**src/rtl/sq_pkg.sv**
```systemverilog
package sq_pkg;
    typedef struct packed {
        logic wt;   // bit 3
        logic ci;   // bit 2
        logic coh;  // bit 1
        logic grd;  // bit 0
    } mattr_t;

    function automatic logic attr_illegal(mattr_t a);
        return a.wt & a.ci;
    endfunction

    function automatic logic attr_ordered(mattr_t a);
        return a.ci & a.grd;
    endfunction
endpackage

```
**src/rtl/sq_first_set.sv**
```systemverilog
module sq_first_set #(
    parameter int N = 8,
    localparam int IW = (N > 1) ? $clog2(N) : 1
) (
    input  logic [N-1:0]  req,
    output logic          found,
    output logic [IW-1:0] idx
);
    always_comb begin
        found = 1'b0;
        idx   = '0;
        for (int i = N - 1; i >= 0; i--) begin
            if (req[i]) begin
                found = 1'b1;
                idx   = IW'(i);
            end
        end
    end
endmodule

```
**src/rtl/store_issue_q.sv**
```systemverilog
module store_issue_q
    import sq_pkg::*;
#(
    parameter int AW    = 32,
    parameter int DW    = 32,
    parameter int DEPTH = 8
) (
    input  logic          clk,
    input  logic          rst,
    input  logic          in_valid,
    output logic          in_ready,
    input  logic [AW-1:0] in_addr,
    input  logic [DW-1:0] in_data,
    input  logic [3:0]    in_attr,
    output logic          out_valid,
    input  logic          out_ready,
    output logic [AW-1:0] out_addr,
    output logic [DW-1:0] out_data,
    output logic [3:0]    out_attr,
    output logic          out_cacheable,
    output logic          out_wthru,
    output logic          out_snoop,
    output logic          attr_err
);
    localparam int IW  = (DEPTH > 1) ? $clog2(DEPTH) : 1;
    localparam int TKW = IW + 1;

    typedef struct packed {
        logic [AW-1:0]  addr;
        logic [DW-1:0]  data;
        mattr_t         attr;
        logic [TKW-1:0] tkt;
    } entry_t;

    typedef struct packed {
        logic [DEPTH-1:0]         vld;
        entry_t [DEPTH-1:0]       ent;
        logic [TKW-1:0]           enq_tkt;
        logic [TKW-1:0]           srv_tkt;
        logic                     err;
    } state_t;

    state_t s_d, s_q;

    logic [DEPTH-1:0] free_req, plain_req, ord_req;
    logic             free_found, plain_found, ord_found;
    logic [IW-1:0]    free_idx, plain_idx, ord_idx, sel_idx;
    mattr_t           in_a;
    entry_t           sel_ent;
    logic             in_hs, out_hs;

    for (genvar g = 0; g < DEPTH; g++) begin : g_slot
        assign free_req[g]  = ~s_q.vld[g];
        assign plain_req[g] = s_q.vld[g] & ~attr_ordered(s_q.ent[g].attr);
        assign ord_req[g]   = s_q.vld[g] & attr_ordered(s_q.ent[g].attr)
                              & (s_q.ent[g].tkt == s_q.srv_tkt);
    end

    sq_first_set #(.N(DEPTH)) u_free  (.req(free_req),  .found(free_found),  .idx(free_idx));
    sq_first_set #(.N(DEPTH)) u_plain (.req(plain_req), .found(plain_found), .idx(plain_idx));
    sq_first_set #(.N(DEPTH)) u_ord   (.req(ord_req),   .found(ord_found),   .idx(ord_idx));

    always_comb begin
        in_a     = mattr_t'(in_attr);
        sel_idx  = plain_found ? plain_idx : ord_idx;
        sel_ent  = s_q.ent[sel_idx];
        in_ready = free_found;
        out_valid = plain_found | ord_found;
        in_hs    = in_valid & in_ready;
        out_hs   = out_valid & out_ready;

        s_d     = s_q;
        s_d.err = in_hs & attr_illegal(in_a);

        if (out_hs) begin
            s_d.vld[sel_idx] = 1'b0;
            if (attr_ordered(sel_ent.attr)) begin
                s_d.srv_tkt = s_q.srv_tkt + 1'b1;
            end
        end

        if (in_hs && !attr_illegal(in_a)) begin
            s_d.vld[free_idx]      = 1'b1;
            s_d.ent[free_idx].addr = in_addr;
            s_d.ent[free_idx].data = in_data;
            s_d.ent[free_idx].attr = in_a;
            s_d.ent[free_idx].tkt  = s_q.enq_tkt;
            if (attr_ordered(in_a)) begin
                s_d.enq_tkt = s_q.enq_tkt + 1'b1;
            end
        end
    end

    always_ff @(posedge clk) begin
        if (rst) begin
            s_q.vld     <= '0;
            s_q.enq_tkt <= '0;
            s_q.srv_tkt <= '0;
            s_q.err     <= 1'b0;
        end else begin
            s_q.vld     <= s_d.vld;
            s_q.enq_tkt <= s_d.enq_tkt;
            s_q.srv_tkt <= s_d.srv_tkt;
            s_q.err     <= s_d.err;
        end
        s_q.ent <= s_d.ent;
    end

    assign out_addr      = sel_ent.addr;
    assign out_data      = sel_ent.data;
    assign out_attr      = sel_ent.attr;
    assign out_cacheable = ~sel_ent.attr.ci;
    assign out_wthru     = sel_ent.attr.wt;
    assign out_snoop     = sel_ent.attr.coh;
    assign attr_err      = s_q.err;
endmodule

```
**config.mk**
```make
export PLATFORM = sky130hd
export DESIGN_NAME = store_issue_q
export DESIGN_NICKNAME = d
export VERILOG_FILES = /design/src/rtl/sq_pkg.sv /design/src/rtl/sq_first_set.sv /design/src/rtl/store_issue_q.sv
export SDC_FILE = /design/constraint.sdc
export NUM_CORES = 1
export LEC_CHECK = 0
export ABC_AREA = 0
export BUFFER_PORTS_ARGS = -buffer_cell sky130_fd_sc_hd__buf_2
export CORE_ASPECT_RATIO = 1.5
export CORE_MARGIN = 2
export CORE_UTILIZATION = 55
export DETAILED_ROUTE_END_ITERATION = 8
export PLACE_DENSITY = 0.73
export SYNTH_ARGS = -nofsm -noshare
export SYNTH_HDL_FRONTEND = slang
export SYNTH_HIERARCHICAL = 1
export SYNTH_SLANG_ARGS = --single-unit
```
**constraint.sdc**
```tcl
create_clock -name clk -period 7.65 [get_ports clk]
set_input_delay 0.765 -clock clk [delete_from_list [all_inputs] [get_ports clk]]
set_output_delay 0.765 -clock clk [all_outputs]
set_load 0.05 [all_outputs]
```
After elaboration in Yosys (flattened, before gate mapping) --
Cells that the tools add are included.
Word-level totals: register bits after elaboration 593, output and inout bits 74, logic and storage cells 201
Cells by class: add/sub/neg operators 2, order comparisons 4, equality and inequality tests 8, mux-type cells 70, bitwise gates (word level) 51, reduce and logical (&&, ||, !) cells 6
Operator list (number):
- 576-bit bitwise mux | 4
- 72-bit demux with 3-bit select | 4
- 588-bit two-way mux | 1
- 72-bit binary-select mux with 3-bit select | 1
- 72-bit two-way mux | 2
- 3-bit two-way mux | 25
- 40-bit two-way mux | 1
- 1-bit AND | 38
- 4-bit equality test | 8
- 1-bit two-way mux | 26
- 8-bit two-way mux | 2
- 1-bit NOT | 9
- 4-bit by 1-bit adder with 4-bit output, second input constant | 2
- 8-bit AND | 1
- 3-bit by 4-bit less-than comparator with 1-bit output, second input constant | 2
- 4-bit two-way mux | 2
- 8-bit NOT | 1
- 8-bit OR | 1
- 1-bit demux with 3-bit select | 2
- 3-bit by 1-bit greater-or-equal comparator with 1-bit output, second input constant | 2
- 2-bit AND reduction | 2
- 1-bit logical AND | 3
- 1-bit zero test | 1
- 1-bit OR | 1

Depth between registers and ports, before layout --
depth in word-level cells 21, depth in mapped cells 15

Modules after synthesis --
The synthesis kept the hierarchy.
By module, submodules not included:
- store_issue_q | instances 1, cells each 1713, area each 23017.1 um2, seq. area each 17636.9 um2
- sq_first_set | instances 3, cells each 13, area each 80.1 um2, seq. area each 0.0 um2

Worst setup path after synthesis --
No wires, ideal clock.
kind reg-to-reg, start point reg s_q[587] (netlist bit), end point reg with a tool-made name, setup time 0.593 ns, data arrival time 6.461 ns, setup slack 0.596 ns, stages on the path, launching flop included 7, path buffers 0, cell sequence dfxtp_1 > inv_1 > nor4_2 > nand2_1 > nand2_1 > or3b_2 > nor3_1
RTL lines:
- from (decl) | RTL line store_issue_q.sv:43 | state_t s_d, s_q;

Worst setup path in the final report --
start point reg s_q[1] (netlist bit), end point out out_addr[15]
On the way: elaborated cells between the ends (all ways) 27, those cells by class eq/ne: 8; mux: 11; bitwise: 8
RTL lines:
- 4-bit equality test | RTL line store_issue_q.sv:56 | & (s_q.ent[g].tkt == s_q.srv_tkt);
- 1-bit AND | RTL line store_issue_q.sv:56
- via ord_req[5] | RTL line store_issue_q.sv:45 | logic [DEPTH-1:0] free_req, plain_req, ord_req;
- 3-bit two-way mux (6 in series) | RTL line sq_first_set.sv:13 | if (req[i]) begin
- via ord_idx[0] | RTL line store_issue_q.sv:47 | logic [IW-1:0] free_idx, plain_idx, ord_idx, sel_idx;
- 3-bit two-way mux | RTL line store_issue_q.sv:65 | sel_idx = plain_found ? plain_idx : ord_idx;
- 72-bit binary-select mux with 3-bit select | RTL line store_issue_q.sv:66 | sel_ent = s_q.ent[sel_idx];
- 72-bit two-way mux (implied by the code) | RTL line store_issue_q.sv:66
- to (decl) | RTL line store_issue_q.sv:17 | output logic [AW-1:0] out_addr,
The timed path passes the listed nets, and every way through them passes these cells. The select of a mux whose other input is x is not followed.

==> impl_results.html <==
<table>
<tr><th>Metric</th><th>Value</th></tr>
<tr><th colspan="2">Status</th></tr>
<tr><td>Status</td><td>finished, final reports clean</td></tr>
<tr><th colspan="2">Timing</th></tr>
<tr><td>Period utilisation layout</td><td>79.1%</td></tr>
<tr><td>Total count of hold-check failures in the final report</td><td>0</td></tr>
<tr><td>Min Tclk post-route</td><td>6050 ps</td></tr>
<tr><td>Tightest Pin Transition</td><td>1210 ps</td></tr>
<tr><td>RSZ-0062 raised after global routing</td><td>no</td></tr>
<tr><td>Slew headroom</td><td>a little under a fifth</td></tr>
<tr><td>Total negative slack for setup checks</td><td>0 ps</td></tr>
<tr><td>Max frequency</td><td>~170 MHz</td></tr>
<tr><td>Final setup margin</td><td>1600 ps</td></tr>
<tr><td>Number of setup violations in the final report</td><td>0</td></tr>
<tr><td>Final max-slew violation count</td><td>0</td></tr>
<tr><td>Skew final</td><td>19.6 ps</td></tr>
<tr><th colspan="2">Synthesis</th></tr>
<tr><td>Total of flip-flops plus latches after synthesis</td><td>a little under 600</td></tr>
<tr><td>Post-synth EDFFs</td><td>576</td></tr>
<tr><td>Main flop type after synthesis</td><td>edfxtp_1</td></tr>
<tr><td>Synthesis warning total</td><td>6</td></tr>
<tr><td>Count of mapped cells out of synthesis</td><td>1752</td></tr>
<tr><td>Total standard cell area after synthesis</td><td>23300 um2</td></tr>
<tr><td>Post-synthesis average cell area</td><td>13.3 um2</td></tr>
<tr><td>Post-synth net total</td><td>1826</td></tr>
<tr><td>Part of the Yosys area used for sequential elements</td><td>roughly three quarters</td></tr>
<tr><td>Fraction of registers with async set/reset</td><td>0%</td></tr>
<tr><td>Library cells used by synthesis</td><td>39</td></tr>
<tr><th colspan="2">Global route</th></tr>
<tr><td>Number of global-route vias before repair</td><td>~14k</td></tr>
<tr><td>Maximum number of pins on one net before global-route repair</td><td>149</td></tr>
<tr><td>GRT Residual Overflow</td><td>0</td></tr>
<tr><td>Total global-route track usage</td><td>24.1%</td></tr>
<tr><td>First-pass GRT wire length</td><td>around 80 mm</td></tr>
<tr><td>Number of antenna violations at the first check in global routing</td><td>14</td></tr>
<tr><th colspan="2">Floorplan</th></tr>
<tr><td>Floorplan Core Area</td><td>41900 um2</td></tr>
<tr><td>Number of I/O pins</td><td>146</td></tr>
<tr><td>Area of the die</td><td>44000 um2</td></tr>
<tr><td>Starting utilization of the core area</td><td>about 56%</td></tr>
<tr><td>Row Count</td><td>92</td></tr>
<tr><td>Die Wd</td><td>172 um</td></tr>
<tr><td>Vertical die dimension</td><td>256 um</td></tr>
<tr><th colspan="2">Setup path</th></tr>
<tr><td>Cell at the slowest stage of the critical path</td><td>mux2_8</td></tr>
<tr><td>Crit path top cell by count</td><td>a21oi_1</td></tr>
<tr><td>Required arrival time at the worst endpoint</td><td>~6900 ps</td></tr>
<tr><td>Family with the most delay on the worst path</td><td>buffers and inverters</td></tr>
<tr><td>Arrival time reported for the critical path endpoint</td><td>5290 ps</td></tr>
<tr><td>Critical path buffer and inverter count</td><td>2</td></tr>
<tr><td>Critical path, cell by cell</td><td>xnor2_1, nand4_1, nor4_1, a21oi_1, o41ai_1, mux2_8, buf_4, nand2_1, a21oi_1, or4_1, buf_2</td></tr>
<tr><td>Max FO, Critical Path</td><td>approximately 150</td></tr>
<tr><td>Critical Path Source Type</td><td>flop</td></tr>
<tr><td>Critical path class</td><td>reg -&gt; out</td></tr>
<tr><td>Delay of the slowest critical-path stage</td><td>850 ps</td></tr>
<tr><td>Capturing element type of the critical path</td><td>primary output</td></tr>
<tr><th colspan="2">Power and ir drop</th></tr>
<tr><td>Cell leakage power</td><td>0.00923 uW</td></tr>
<tr><td>Pint</td><td>roughly 5000 uW</td></tr>
<tr><td>Peak supply drop</td><td>189 uV</td></tr>
<tr><td>Combinational cell fraction of total power</td><td>7.1%</td></tr>
<tr><td>Reg power frac</td><td>56.0%</td></tr>
<tr><td>Switching power summed over all nets</td><td>1450 uW</td></tr>
<tr><td>Cell area power density</td><td>249 nW/um2</td></tr>
<tr><td>Sw frac</td><td>22.5%</td></tr>
<tr><td>Relative contribution of the clock network to total power</td><td>36.8%</td></tr>
<tr><th colspan="2">Layout</th></tr>
<tr><td>Layout-stage area growth over the synthesis result</td><td>11.8%</td></tr>
<tr><td>Final Net Count</td><td>1948</td></tr>
<tr><td>Share of post-route cells with drive strength above 1</td><td>13.4%</td></tr>
<tr><th colspan="2">Clocking</th></tr>
<tr><td>Number of H-tree branching levels</td><td>2</td></tr>
<tr><td>Post-CTS Hold Fix Bufs</td><td>0</td></tr>
<tr><td>Clock sinks</td><td>about 600</td></tr>
<tr><td>Number of gates given a new drive strength after cts</td><td>0</td></tr>
<tr><td>Number of buffers added by the clock tree synthesis step</td><td>slightly above 50</td></tr>
<tr><td>Root Buffer Master</td><td>clkbuf_16</td></tr>
<tr><td>Skew-Pair Late Insertion Delay</td><td>570 ps</td></tr>
<tr><td>CTS tree</td><td>built</td></tr>
<tr><td>Reg clk slew, reported paths</td><td>~60 ps</td></tr>
<tr><td>Post CTS Setup Buffer Count</td><td>0</td></tr>
<tr><td>Maximum buffer depth of the clock tree</td><td>3</td></tr>
<tr><th colspan="2">Placed design</th></tr>
<tr><td>Setup slack at placement</td><td>about 2200 ps</td></tr>
<tr><td>Port-buffer cells</td><td>between 100 and 150</td></tr>
<tr><td>Weighted congestion reported at the end of routability-driven placement</td><td>0.907</td></tr>
<tr><td>Post-detail-place hpwl</td><td>slightly below 30 mm</td></tr>
<tr><th colspan="2">Drt</th></tr>
<tr><td>Violation count after the first detailed-route iteration</td><td>1458</td></tr>
<tr><td>Post-DRT Antenna Nets</td><td>0</td></tr>
<tr><td>Number of search-and-repair iterations in the first detailed-routing pass</td><td>5</td></tr>
<tr><td>Total Routed Length</td><td>53.4 mm</td></tr>
<tr><td>DR vias/cell</td><td>just under 6</td></tr>
<tr><td>Routed length per placed instance</td><td>around 22 um</td></tr>
<tr><td>Final routed DRC violation total</td><td>0</td></tr>
<tr><td>Vias after detailed routing</td><td>~15k</td></tr>
<tr><th colspan="2">Min path</th></tr>
<tr><td>Tightest Hold Check Type</td><td>in -&gt; reg</td></tr>
<tr><th colspan="2">Run</th></tr>
<tr><td>Number of violations of the max-capacitance limit</td><td>0</td></tr>
</table>
[cell usage in the layout, fill, tap and decap left out, types with 3 or more instances in the layout]
cell | netlist | final
o21ai_0 | 9 | 9
clkinvlp_4 | 0 | 4
nor4_2 | 3 | 3
nand2b_1 | 4 | 4
clkbuf_16 | 0 | 51
xor2_1 | 26 | 26
o41ai_1 | 3 | 3
a211oi_1 | 3 | 3
o21bai_1 | 3 | 3
o22ai_1 | 7 | 7
nor2b_1 | 7 | 7
a21oi_1 | 283 | 283
xnor2_1 | 9 | 9
dfxtp_1 | 17 | 17
buf_2 | 40 | 145
nand2_1 | 532 | 532
clkinv_2 | 0 | 6
inv_1 | 19 | 17
nor2_4 | 0 | 5
or3_1 | 6 | 6
edfxtp_1 | 576 | 576
nor2_1 | 25 | 20
nor4_1 | 11 | 11
clkbuf_1 | 37 | 11
mux2i_1 | 10 | 10
nand4_1 | 12 | 12
clkinv_1 | 0 | 11
or2_2 | 3 | 3
or4_1 | 65 | 65
diode_2 | 0 | 10
buf_4 | 2 | 22
[cells by family after synthesis]
kind of cell	share of synthesized area [%]
mux	0.592
xor+xnor	1.32
buf+inv	2.39
fa+ha+maj	0.108
flops	75.8
simple gates	12.6
compound gates	7.18
[synthesized netlist by cell type, drive strengths merged, types with 3 or more instances]
cell / count / area share, %
o21bai: 3 / 0.097
nor3: 3 / 0.065
a211oi: 3 / 0.097
or2: 3 / 0.081
clkbuf: 37 / 0.60
edfxtp: 576 / 74
o21ai: 9 / 0.19
or4: 65 / 2.1
xnor2: 9 / 0.34
nand4: 12 / 0.32
o41ai: 3 / 0.11
xor2: 26 / 0.98
nand2b: 4 / 0.11
mux2i: 11 / 0.53
inv: 20 / 0.32
a21oi: 283 / 6.1
nor4: 14 / 0.46
buf: 62 / 1.5
o22ai: 9 / 0.30
nand2: 532 / 8.6
dfxtp: 17 / 1.5
nor2: 25 / 0.40
nor2b: 7 / 0.19
or3: 6 / 0.16
[metal layers]
| metal | GRT usage, % | vias to the layer above | wire length [um] |
|---|---|---|---|
| met1 | 30.4 | 7127 | 20300 |
| li1 | - | 6586 | - |
| met2 | 40.7 | 652 | 27100 |
| met4 | 10.9 | 10 | 2020 |
| met3 | 4.04 | 142 | 4000 |
| met5 | 0 | - | 60 |
[layout make-up]
| cell class | instances | area, um2 |
|---|---|---|
| clock buffer | 64 | 1350 |
| antenna | 10 | 25.0 |
| fill | 3164 | 15900 |
| timing repair buffer | 168 | 911 |
| tap | 564 | 706 |
| multi-input combinational | 1040 | 5140 |
| clock inverter | 22 | 160 |
| sequential | 593 | 17600 |
| inverter | 20 | 77.6 |
[power by group through the flow]
stage	clock, uW	combinational (uW)	sequential, uW
global route	2530	488	3620
finish	2380	460	3620
CTS	2410	463	3620
detailed placement	0	462	3690
floorplan	0	305	3700
global placement	0	454	3690
[metrics by stage]
| stage | total power (uW) | cell area (um2) | instances | hold WS, ps | util, % |
|---|---|---|---|---|---|
| 2_1_floorplan | 4000 | 23300 | 1752 | 467 | - |
| 3_3_place_gp | 4140 | 24500 | 2385 | 491 | 58.4 |
| 3_5_place_dp | 4160 | 24500 | 2385 | 484 | 58.4 |
| 4_1_cts | 6490 | 26000 | 2471 | 437 | 62.0 |
| 5_1_grt | 6640 | 26000 | 2479 | 452 | 62.0 |
| 6_report | 6470 | 26000 | 2481 | 457 | 62.1 |
[worst register-to-register path: stages, from the launching register on]
cell and delay, ps:
dfxtp_1 670, xnor2_1 210, nand4_1 140, nor4_1 530, o21bai_1 200, o41ai_1 150
mux2i_4 260, buf_4 860, mux2i_1 300, o22ai_1 540, o22ai_2 300, or3_1 400
a21oi_1 150
[path summary, 6_finish.rpt]
path / cells past startpoint / from / slack, ps / endpoint
max: 11 / s_q[1] / 1600 / out_addr[15]
min: 1 / in_data[7] / 460 / flop
max reg2reg: 12 / s_q[1] / 2880 / s_q[3]
min reg2reg: 2 / s_q[590] / 500 / s_q[590]
Note: power is estimated with default switching activity, not from simulation.
